## config.mk

```make
export PLATFORM = sky130hd
export DESIGN_NAME = mbx_hub
export DESIGN_NICKNAME = d
export VERILOG_FILES = /design/src/rtl/mbx_pkg.sv /design/src/rtl/mbx_fifo.sv /design/src/rtl/mbx_user_irq.sv /design/src/rtl/mbx_hub.sv
export SDC_FILE = /design/constraint.sdc
export NUM_CORES = 1
export LEC_CHECK = 0
export ABC_CLOCK_PERIOD_IN_PS = 8950
export BUFFER_PORTS_ARGS = -buffer_cell sky130_fd_sc_hd__buf_2
export CAP_MARGIN = 20
export CORE_ASPECT_RATIO = 0.6
export CORE_UTILIZATION = 65
export CTS_CLUSTER_SIZE = 10
export DETAILED_ROUTE_END_ITERATION = 10
export GPL_TIMING_DRIVEN = 0
export HOLD_SLACK_MARGIN = 0.03
export PLACE_DENSITY = 0.82
export SLEW_MARGIN = 0
export SYNTH_ARGS = -nofsm -noshare
export SYNTH_HDL_FRONTEND = slang
export SYNTH_SLANG_ARGS = --single-unit
```

## constraint.sdc

```tcl
create_clock -name clk -period 8.95 [get_ports clk]
set_input_delay 1.79 -clock clk [delete_from_list [all_inputs] [get_ports clk]]
set_output_delay 1.79 -clock clk [all_outputs]
set_load 0.1 [all_outputs]
```

## src/rtl/mbx_pkg.sv

```systemverilog
package mbx_pkg;

    typedef enum logic [2:0] {
        K_NONE,
        K_REV,
        K_MSG,
        K_FULL,
        K_CNT,
        K_STAT,
        K_ENSET,
        K_ENCLR
    } reg_kind_e;

    typedef struct packed {
        reg_kind_e  kind;
        logic [7:0] idx;
    } reg_sel_t;

    localparam logic [15:0] MSG_BASE  = 16'h0040;
    localparam logic [15:0] USER_BASE = 16'h0100;

    // Map a byte address to a register kind and a FIFO or user index.
    function automatic reg_sel_t decode_addr(input logic [15:0] a,
                                             input int unsigned nf,
                                             input int unsigned nu);
        reg_sel_t   sel;
        logic [15:0] rel;
        sel.kind = K_NONE;
        sel.idx  = '0;
        rel      = '0;
        if (a[1:0] == 2'b00) begin
            if (a == 16'h0000) begin
                sel.kind = K_REV;
            end else if (a >= MSG_BASE && a < USER_BASE) begin
                if (32'(a[5:2]) < nf) begin
                    sel.idx = {4'b0000, a[5:2]};
                    case (a[7:6])
                        2'd1:    sel.kind = K_MSG;
                        2'd2:    sel.kind = K_FULL;
                        2'd3:    sel.kind = K_CNT;
                        default: sel.kind = K_NONE;
                    endcase
                end
            end else if (a >= USER_BASE) begin
                rel = a - USER_BASE;
                if (32'(rel[15:4]) < nu) begin
                    sel.idx = rel[11:4];
                    case (rel[3:0])
                        4'h4:    sel.kind = K_STAT;
                        4'h8:    sel.kind = K_ENSET;
                        4'hC:    sel.kind = K_ENCLR;
                        default: sel.kind = K_NONE;
                    endcase
                end
            end
        end
        return sel;
    endfunction

endpackage

```

## src/rtl/mbx_fifo.sv

```systemverilog
module mbx_fifo #(
    parameter int DEPTH  = 4,
    parameter int DATA_W = 32,
    localparam int PTR_W = (DEPTH > 1) ? $clog2(DEPTH) : 1,
    localparam int CNT_W = $clog2(DEPTH + 1)
) (
    input  logic              clk,
    input  logic              rst_n,
    input  logic              push,
    input  logic [DATA_W-1:0] push_data,
    input  logic              pop,
    output logic [DATA_W-1:0] head_data,
    output logic              full,
    output logic [CNT_W-1:0]  count
);

    typedef struct packed {
        logic [DEPTH-1:0][DATA_W-1:0] mem;
        logic [PTR_W-1:0]             wptr;
        logic [PTR_W-1:0]             rptr;
        logic [CNT_W-1:0]             count;
    } fifo_state_t;

    fifo_state_t state_d, state_q;
    logic        do_push, do_pop;

    function automatic logic [PTR_W-1:0] ptr_inc(input logic [PTR_W-1:0] p);
        return (p == PTR_W'(DEPTH - 1)) ? '0 : p + 1'b1;
    endfunction

    always_comb begin
        state_d = state_q;
        do_push = push && (state_q.count != CNT_W'(DEPTH));
        do_pop  = pop && (state_q.count != '0);
        if (do_push) begin
            state_d.mem[state_q.wptr] = push_data;
            state_d.wptr              = ptr_inc(state_q.wptr);
        end
        if (do_pop) begin
            state_d.rptr = ptr_inc(state_q.rptr);
        end
        case ({do_push, do_pop})
            2'b10:   state_d.count = state_q.count + 1'b1;
            2'b01:   state_d.count = state_q.count - 1'b1;
            default: state_d.count = state_q.count;
        endcase
    end

    always_ff @(posedge clk) begin
        if (!rst_n) state_q <= '0;
        else        state_q <= state_d;
    end

    assign head_data = (state_q.count != '0) ? state_q.mem[state_q.rptr] : '0;
    assign full      = (state_q.count == CNT_W'(DEPTH));
    assign count     = state_q.count;

    // occupancy never exceeds the depth
    a_r4_no_overflow: assert property (@(posedge clk) disable iff (!rst_n)
        state_q.count <= CNT_W'(DEPTH));

    // a push into a full queue is discarded
    a_r4_drop_full: assert property (@(posedge clk) disable iff (!rst_n)
        (push && !pop && full) |=> (count == $past(count)));

    // a pop from an empty queue moves nothing
    a_r4_empty_pop: assert property (@(posedge clk) disable iff (!rst_n)
        (pop && !push && count == '0) |=> (count == '0 && state_q.rptr == $past(state_q.rptr)));

    // an accepted push adds exactly one word
    a_r3_push_grows: assert property (@(posedge clk) disable iff (!rst_n)
        (push && !pop && !full) |=> (count == $past(count) + 1'b1));

endmodule

```

## src/rtl/mbx_user_irq.sv

```systemverilog
module mbx_user_irq #(
    parameter int NUM_FIFOS = 4,
    localparam int EV_W = 2 * NUM_FIFOS
) (
    input  logic                 clk,
    input  logic                 rst_n,
    input  logic [NUM_FIFOS-1:0] has_msg,
    input  logic [NUM_FIFOS-1:0] not_full,
    input  logic                 stat_wr,
    input  logic                 en_set_wr,
    input  logic                 en_clr_wr,
    input  logic [EV_W-1:0]      wdata,
    output logic [EV_W-1:0]      status,
    output logic [EV_W-1:0]      enable,
    output logic                 irq
);

    typedef struct packed {
        logic [EV_W-1:0] status;
        logic [EV_W-1:0] enable;
    } user_state_t;

    function automatic logic [EV_W-1:0] odd_bits();
        logic [EV_W-1:0] m;
        m = '0;
        for (int i = 0; i < NUM_FIFOS; i++) m[2*i+1] = 1'b1;
        return m;
    endfunction

    localparam logic [EV_W-1:0] ODD_MASK = odd_bits();

    user_state_t     state_d, state_q;
    logic [EV_W-1:0] raise;
    logic [EV_W-1:0] ack;

    always_comb begin
        state_d = state_q;
        raise   = '0;
        for (int m = 0; m < NUM_FIFOS; m++) begin
            raise[2*m]   = has_msg[m];
            raise[2*m+1] = not_full[m] & state_q.enable[2*m+1];
        end
        ack            = stat_wr ? wdata : '0;
        state_d.status = (state_q.status | raise) & ~ack;
        if (en_set_wr)      state_d.enable = state_q.enable | wdata;
        else if (en_clr_wr) state_d.enable = state_q.enable & ~wdata;
    end

    always_ff @(posedge clk) begin
        if (!rst_n) state_q <= '0;
        else        state_q <= state_d;
    end

    assign status = state_q.status;
    assign enable = state_q.enable;
    assign irq    = |(state_q.status & state_q.enable);

    // acknowledged bits are clear after the write edge
    a_r9_ack_clears: assert property (@(posedge clk) disable iff (!rst_n)
        stat_wr |=> ((status & $past(wdata)) == '0));

    // set-register ones end up enabled
    a_r10_set_sticks: assert property (@(posedge clk) disable iff (!rst_n)
        en_set_wr |=> (($past(wdata) & ~enable) == '0));

    // clear-register ones end up disabled
    a_r10_clr_drops: assert property (@(posedge clk) disable iff (!rst_n)
        en_clr_wr |=> ((enable & $past(wdata)) == '0));

    // a not-full bit can only rise where its enable was already on
    a_r8_nf_gated: assert property (@(posedge clk) disable iff (!rst_n)
        ((status & ~$past(status) & ODD_MASK & ~$past(enable)) == '0));

endmodule

```

## src/rtl/mbx_hub.sv

```systemverilog
module mbx_hub
    import mbx_pkg::*;
#(
    parameter int          NUM_FIFOS = 4,
    parameter int          NUM_USERS = 2,
    parameter int          DEPTH     = 4,
    parameter int          DATA_W    = 32,
    parameter int          ADDR_W    = 12,
    parameter logic [31:0] REV_ID    = 32'h0000_0100
) (
    input  logic                 clk,
    input  logic                 rst_n,
    input  logic [ADDR_W-1:0]    addr,
    input  logic                 wr_en,
    input  logic [DATA_W-1:0]    wr_data,
    input  logic                 rd_en,
    output logic [DATA_W-1:0]    rd_data,
    output logic [NUM_USERS-1:0] irq
);

    localparam int EV_W  = 2 * NUM_FIFOS;
    localparam int CNT_W = $clog2(DEPTH + 1);
    localparam int FI_W  = (NUM_FIFOS > 1) ? $clog2(NUM_FIFOS) : 1;
    localparam int UI_W  = (NUM_USERS > 1) ? $clog2(NUM_USERS) : 1;

    reg_sel_t                         sel;
    logic [NUM_FIFOS-1:0][DATA_W-1:0] head;
    logic [NUM_FIFOS-1:0]             full;
    logic [NUM_FIFOS-1:0][CNT_W-1:0]  cnt;
    logic [NUM_FIFOS-1:0]             has_msg;
    logic [NUM_USERS-1:0][EV_W-1:0]   stat;
    logic [NUM_USERS-1:0][EV_W-1:0]   en;
    logic [FI_W-1:0]                  fi;
    logic [UI_W-1:0]                  ui;

    assign sel = decode_addr(16'(addr), NUM_FIFOS, NUM_USERS);
    assign fi  = sel.idx[FI_W-1:0];
    assign ui  = sel.idx[UI_W-1:0];

    for (genvar g = 0; g < NUM_FIFOS; g++) begin : g_fifo
        mbx_fifo #(
            .DEPTH  (DEPTH),
            .DATA_W (DATA_W)
        ) i_fifo (
            .clk       (clk),
            .rst_n     (rst_n),
            .push      (wr_en && sel.kind == K_MSG && sel.idx == 8'(g)),
            .push_data (wr_data),
            .pop       (rd_en && sel.kind == K_MSG && sel.idx == 8'(g)),
            .head_data (head[g]),
            .full      (full[g]),
            .count     (cnt[g])
        );
        assign has_msg[g] = (cnt[g] != '0);
    end

    for (genvar g = 0; g < NUM_USERS; g++) begin : g_user
        mbx_user_irq #(
            .NUM_FIFOS (NUM_FIFOS)
        ) i_user (
            .clk       (clk),
            .rst_n     (rst_n),
            .has_msg   (has_msg),
            .not_full  (~full),
            .stat_wr   (wr_en && sel.kind == K_STAT  && sel.idx == 8'(g)),
            .en_set_wr (wr_en && sel.kind == K_ENSET && sel.idx == 8'(g)),
            .en_clr_wr (wr_en && sel.kind == K_ENCLR && sel.idx == 8'(g)),
            .wdata     (wr_data[EV_W-1:0]),
            .status    (stat[g]),
            .enable    (en[g]),
            .irq       (irq[g])
        );
    end

    always_comb begin
        rd_data = '0;
        if (rd_en) begin
            unique case (sel.kind)
                K_REV:           rd_data = DATA_W'(REV_ID);
                K_MSG:           rd_data = head[fi];
                K_FULL:          rd_data = DATA_W'(full[fi]);
                K_CNT:           rd_data = DATA_W'(cnt[fi]);
                K_STAT:          rd_data = DATA_W'(stat[ui]);
                K_ENSET, K_ENCLR: rd_data = DATA_W'(en[ui]);
                default:         rd_data = '0;
            endcase
        end
    end

endmodule

```

==> flow_metrics.tcl, run 1 <==
set metrics [dict create \
    status "finished, final reports clean" \
    ios 82 \
    num_rows 57 \
    power_per_cell_area_mw_per_mm2 170 \
    tritoncts_clock_tree "done" \
    synth_cell_type_count 54 \
    grt_pass1_wl_um 129000 \
    gp_congestion 0.981 \
    dr.pass1.iters 10 \
    endpoint_kind "output port" \
    yosys.area.top_type "sky130_fd_sc_hd__dfxtp_1" \
    p_switching_mw 1.17 \
    postRouteWirelength_um 86600 \
    multi_input_area_mm2 0.0148 \
    cts.reportedPaths.clkPinSlew_ns 0.06 \
    timing_worst_setup_path_type "input pin to output port" \
    maxCapViolCount 0 \
    post_cts_resize_count 0 \
    final_design_area_no_fill_mm2 0.0302 \
    ys_seq_elements 572 \
    yosys.cell_count.top_type "sky130_fd_sc_hd__dfxtp_1" \
    detail_route.iter0.violations 2978 \
    routed_wl_per_cell_um 25.2 \
    comb_power_share_pct 3.9 \
    ff_latch_area_mm2 0.0115 \
    hold_viol 0 \
    ctsRootBufferMaster "sky130_fd_sc_hd__clkbuf_16" \
    adder_cell_area_share_of_the_yosys_netlist_pct 1.76 \
    worst_ep_arrival_time_ns 5.93 \
    ys.warnings.count 0 \
    netlist_instances 2715 \
    core_mm2 0.0409 \
    die_height_um 161 \
    power.sequential.fraction_pct 49.5 \
    post_synth.cell_area_avg_um2 10.1 \
    placed_area_mm2 0.0284 \
    seq_area_frac_synth_pct 42.0 \
    synth_flop_cell "sky130_fd_sc_hd__dfxtp_1" \
    cts_buffers 67 \
    die_area_mm2 0.0428 \
    synth-compound-area-share_pct 8.87 \
    vias_in_the_first_global_route 21400 \
    tns_ns 0 \
    synth.area.top_cells "sky130_fd_sc_hd__dfxtp_1, sky130_fd_sc_hd__mux2i_1, sky130_fd_sc_hd__mux4_2, sky130_fd_sc_hd__nor2b_1, sky130_fd_sc_hd__nand2_1" \
    yosys.area_share.simple_pct 17.6 \
    xor_xnor_share_of_the_synthesized_area_pct 0.257 \
    grt_setup_unrepaired "no" \
    clk-insertion-delay-late_ns 0.60 \
    tot_pwr_mw 5.14 \
    avgViaCountPerCell 6.48 \
    maximum_operating_frequency_mhz 130 \
    worst_slew_pin_slew_ns 1.33 \
    timing_max_transition_violations_final 0 \
    floorplan.die.width_um 267 \
    dpl_worst_slack_ns 1.41 \
    post-route-min-period_ns 7.72 \
    port-buffer-count 80 \
    number_of_enable_type_register_cells_in_the_synthesized_netlist 0 \
    irDropWorstVdd_uv 146 \
    synth_common_cells "sky130_fd_sc_hd__dfxtp_1, sky130_fd_sc_hd__mux2i_1, sky130_fd_sc_hd__nor2b_1" \
    cts_hold_buf 0 \
    grt_overflow 0 \
    timing.clock.skew_ns 0.0133 \
    cts_post_setup_buffers_inserted 0 \
    clock-sinks 572 \
    route.antenna.remaining_nets 0 \
    cts-htree-levels 3 \
    mappedNetlistNets 2799 \
    setup.worst_path.start_class "input pin" \
    portion_of_netlist_area_occupied_by_mux_cells_pct 25.6 \
    post_route_cells_drive_above_1_share_pct 12.2 \
    p_leak_nw 12.9 \
    hold_class "flip-flop to flip-flop" \
    track_usage_pct 40.2 \
    post-route-drc-count 0 \
    fillerInstances 2935 \
    finalCritPeriodShare_pct 86.2 \
    cts_buffer_depth 3 \
    mappedNetlistArea_mm2 0.0273 \
    netlist.area_leader.share_pct 42.0 \
    syn_to_final_growth_pct 10.7 \
    finalNetCount 2951 \
    power_report.internal_total_mw 3.97 \
    synth_top_family_by_area "multiplexers" \
    antenna_violations_before_repair 3 \
    worst_slew_margin_rel_pct 10.8 \
    dp_hpwl_um 63100 \
    initial_core_util_pct 66.7 \
    switching_share_pct 22.8 \
    routed-via-count 22300 \
    final-setup-viol-count 0 \
    grt_start_max_net_pins 11 \
    synthArstFlopShare_pct 0 \
    timing.critical_path.required_ns 7.16 \
    power_frac_clock_pct 46.6 \
    setup_ws_ns 1.23 \
    worst_path_maximum_fanout 10 \
]
[worst paths after layout]
path | start | endpoint | slack (ns) | cells after the start
worst max-delay path | addr[8] | rd_data[28] | 1.23 | 12
worst max register to register | g_fifo[1].i_fifo.count[0] | g_fifo[1].i_fifo.count[2] | 5.62 | 9
worst min register to register | g_fifo[0].i_fifo.state_q[127] | g_fifo[0].i_fifo.state_q[127] | 0.45 | 2
worst min-delay path | g_fifo[0].i_fifo.state_q[127] | g_fifo[0].i_fifo.state_q[127] | 0.45 | 2
[stage by stage]
stage,hold slack [ns],instances,util [%]
global placement,0.437,3355,69.4
CTS,0.452,3431,73.7
floorplan,0.432,2715,-
finish,0.453,3437,73.8
global route,0.471,3435,73.8
detailed placement,0.445,3355,69.4
[power groups by stage]
stage / Combinational (mW) / Sequential, mW / Clock, mW
floorplan: 0.0959 / 2.60 / 0
global placement: 0.184 / 2.60 / 0
detailed placement: 0.186 / 2.60 / 0
CTS: 0.188 / 2.55 / 2.39
global route: 0.202 / 2.55 / 2.50
finish: 0.198 / 2.55 / 2.40
[routing by layer]
metal	global-route usage (%)	wire, µm	vias up	share of wire, %
li1	-	-	9689	-
met1	57.8	36900	11000	43
met2	55.8	34900	1421	40
met3	14.1	11800	211	14
met4	12.9	2860	2	3.3
met5	1.80	103	-	0.12
[logic make-up after synthesis]
group,after synthesis
simple gates,912
flops,572
mux,538
compound gates,377
buf+inv,272
fa+ha+maj,36
xor+xnor,8
[registers in the layout (all words and copies together), names as in the netlist, named ones only]
| signal | flops |
|---|---|
| g_fifo.i_fifo.state_q | 528 |
| g_user.i_user.status | 16 |
| g_fifo.i_fifo.count | 12 |
[area by class of cell]
cell class,count,share of cell area (%)
clock buffers,70,5.69
multi-input cells,1871,48.8
flip-flops and latches,572,37.9
plain buffers,244,3.27
well taps,560,2.32
repair buffers,83,1.41
inverters,28,0.348
clock inverters,6,0.232
diodes,3,0.0248
[critical path: stages]
cell and delay (ns):
sky130_fd_sc_hd__buf_2 0.16, sky130_fd_sc_hd__inv_1 0.08, sky130_fd_sc_hd__ha_1 0.27, sky130_fd_sc_hd__o32ai_1 0.69, sky130_fd_sc_hd__o211ai_1 0.18, sky130_fd_sc_hd__a21oi_1 0.43, sky130_fd_sc_hd__clkbuf_1 0.39, sky130_fd_sc_hd__buf_1 0.40
sky130_fd_sc_hd__a21oi_1 0.25, sky130_fd_sc_hd__or4_1 0.62, sky130_fd_sc_hd__nor2_1 0.19, sky130_fd_sc_hd__buf_2 0.45
[layout by cell type (no fill, tap or decap), drive strengths merged, types with 13 or more instances in the layout]
cell,count
nor3b,13
buf,151
a21boi,147
dfxtp,572
ha,32
nor2,55
mux4,128
nor2b,398
o21ai,25
nand2,323
mux2i,410
or4,26
nand3,28
a22oi,13
inv,32
or3,14
a21oi,151
nand4,13
clkbuf,246
Power figures use the tool's default switching activity.
==> inputs of run 2 (changes only) <==
Settings changed: CORE_UTILIZATION 65 to 29, HOLD_SLACK_MARGIN 0.03 to unset, PLACE_DENSITY 0.82 to 0.42.
==> run 2 against run 1 <==
Cell area up 3.1%. Via count down 5.1%. Non-clock buffer count up 6. Register-to-register slack worse by 0.06 ns. Die area up 120%. Setup slack worse by 0.15 ns. Routed wire length up 20%. Critical path type unchanged. Clock power up 4%. Critical path depth unchanged. First-iteration DRC count down 46%. Critical endpoint is now rd_data[29]. Largest cell class unchanged. Combinational power up 6%. Sequential cell count unchanged.
==> flow_metrics.tcl, run 2 (synthesis results as in run 1) <==
set metrics [dict create \
    grt_start_max_net_pins 11 \
    power_frac_clock_pct 47.5 \
    finalCritPeriodShare_pct 87.9 \
    postRouteWirelength_um 104000 \
    route.antenna.remaining_nets 0 \
    timing.critical_path.required_ns 7.16 \
    avgViaCountPerCell 5.13 \
    ctsRootBufferMaster "sky130_fd_sc_hd__clkbuf_16" \
    largest_register_ffs 528 \
    comb_power_share_pct 4.0 \
    die_area_mm2 0.0954 \
    final_core_utilization_pct 33.7 \
    worst_ep_arrival_time_ns 6.08 \
    top_register "g_fifo.i_fifo.state_q" \
    p_leak_nw 13.0 \
    p_switching_mw 1.27 \
    routed_wl_per_cell_um 25.2 \
    cts_buffer_depth 3 \
    mostFrequentLayoutCell "sky130_fd_sc_hd__dfxtp_1" \
    grt_setup_unrepaired "no" \
    grt_pass1_wl_um 148000 \
    dpl_worst_slack_ns 1.20 \
    port-buffer-count 80 \
    final-setup-viol-count 0 \
    setup.worst_path.start_class "input pin" \
    antenna_violations_before_repair 8 \
    track_usage_pct 21.5 \
    tns_ns 0 \
    setup_ws_ns 1.08 \
    timing_worst_setup_path_type "input pin to output port" \
    post-route-drc-count 0 \
    worst_slew_margin_rel_pct 20.6 \
    routed-via-count 21100 \
    power_report.internal_total_mw 3.98 \
    clock-sinks 572 \
    final_design_area_no_fill_mm2 0.0312 \
    post_route_cells_drive_above_1_share_pct 12.3 \
    dp_hpwl_um 77000 \
    tot_pwr_mw 5.25 \
    ios 82 \
    timing.clock.skew_ns 0.0240 \
    cts_hold_buf 0 \
    post-route-min-period_ns 7.87 \
    detail_route.iter0.violations 1605 \
    switching_share_pct 24.2 \
    syn_to_final_growth_pct 14.1 \
    cts_post_setup_buffers_inserted 0 \
    status "finished, final reports clean" \
    cts.reportedPaths.clkPinSlew_ns 0.05 \
    post_cts_resize_count 0 \
    finalNetCount 2957 \
    cts-htree-levels 3 \
    cts_buffers 67 \
    irDropWorstVdd_uv 144 \
    maximum_operating_frequency_mhz 127 \
    tritoncts_clock_tree "done" \
    timing_max_transition_violations_final 0 \
    power.sequential.fraction_pct 48.5 \
    dr.pass1.iters 5 \
    gp_congestion 0.869 \
    endpoint_kind "output port" \
    most-common-layout-cells "sky130_fd_sc_hd__dfxtp_1, sky130_fd_sc_hd__mux2i_1, sky130_fd_sc_hd__nor2b_1, sky130_fd_sc_hd__nand2_1, sky130_fd_sc_hd__clkbuf_1" \
    worst_slew_pin_slew_ns 1.19 \
    power_per_cell_area_mw_per_mm2 169 \
    hold_class "flip-flop to flip-flop" \
    placed_area_mm2 0.0293 \
    initial_core_util_pct 29.5 \
    maxCapViolCount 0 \
    num_rows 86 \
    grt_overflow 0 \
    die_height_um 240 \
    vias_in_the_first_global_route 20700 \
    worst_path_maximum_fanout 10 \
    hold_viol 0 \
    core_mm2 0.0925 \
    clk-insertion-delay-late_ns 0.65 \
    floorplan.die.width_um 398 \
]
-- run 2: cell types whose count changed in the layout (fill, tap and decap cells not counted), sizes merged --
cell      previous run  this run
clkbuf             246       251
clkinvlp             1         0
buf                151       156
inv                 32        30
clkinv               1         3
-- run 2: layout make-up --
class | count | area [µm²]
timing repair buffer | 89 | 495
inverter | 28 | 105
clock buffer | 74 | 1750
sequential | 572 | 11500
fill | 9432 | 61400
antenna | 3 | 7.51
buffer | 244 | 988
tap | 1232 | 1540
clock inverter | 5 | 66.3
multi-input combinational | 1871 | 14800
-- run 2: power by group through the flow --
stage / registers, mW / logic, mW / clock network, mW
after floorplan: 2.60 / 0.0959 / 0
after global placement: 2.60 / 0.206 / 0
after detailed placement: 2.60 / 0.207 / 0
after CTS: 2.55 / 0.208 / 2.56
after global routing: 2.54 / 0.218 / 2.66
final: 2.55 / 0.210 / 2.50
-- run 2: worst max-delay path: stages --
cell	delay [ns]
sky130_fd_sc_hd__buf_2	0.13
sky130_fd_sc_hd__inv_1	0.07
sky130_fd_sc_hd__ha_1	0.25
sky130_fd_sc_hd__o32ai_1	0.64
sky130_fd_sc_hd__o211ai_1	0.23
sky130_fd_sc_hd__a21oi_1	0.47
sky130_fd_sc_hd__clkbuf_1	0.48
sky130_fd_sc_hd__buf_1	0.44
sky130_fd_sc_hd__a21oi_1	0.29
sky130_fd_sc_hd__or4_1	0.66
sky130_fd_sc_hd__nor2_1	0.18
sky130_fd_sc_hd__buf_2	0.44
-- run 2: final timing paths --
path | startpoint | cells after the start | slack (ns) | to
setup reg to reg | g_fifo[1].i_fifo.count[2] | 9 | 5.56 | g_fifo[1].i_fifo.count[2]
hold / removal | g_fifo[0].i_fifo.state_q[107] | 2 | 0.45 | g_fifo[0].i_fifo.state_q[107]
hold reg to reg | g_fifo[0].i_fifo.state_q[107] | 2 | 0.45 | g_fifo[0].i_fifo.state_q[107]
setup / recovery | addr[8] | 12 | 1.08 | rd_data[29]
-- run 2: per-layer routing --
| layer | global-route usage, % | vias up | routed length (µm) |
|---|---|---|---|
| met5 | 0 | - | 0 |
| li1 | - | 9734 | - |
| met1 | 34.3 | 10700 | 55200 |
| met2 | 29.0 | 651 | 40100 |
| met3 | 3.95 | 99 | 6550 |
| met4 | 4.91 | 0 | 1750 |
-- run 2: per-stage QoR --
stage / hold WS (ns) / std cells
3_5_place_dp: 0.443 / 4032
4_1_cts: 0.451 / 4111
5_1_grt: 0.472 / 4116
2_1_floorplan: 0.432 / 2715
6_report: 0.448 / 4118
3_3_place_gp: 0.438 / 4027
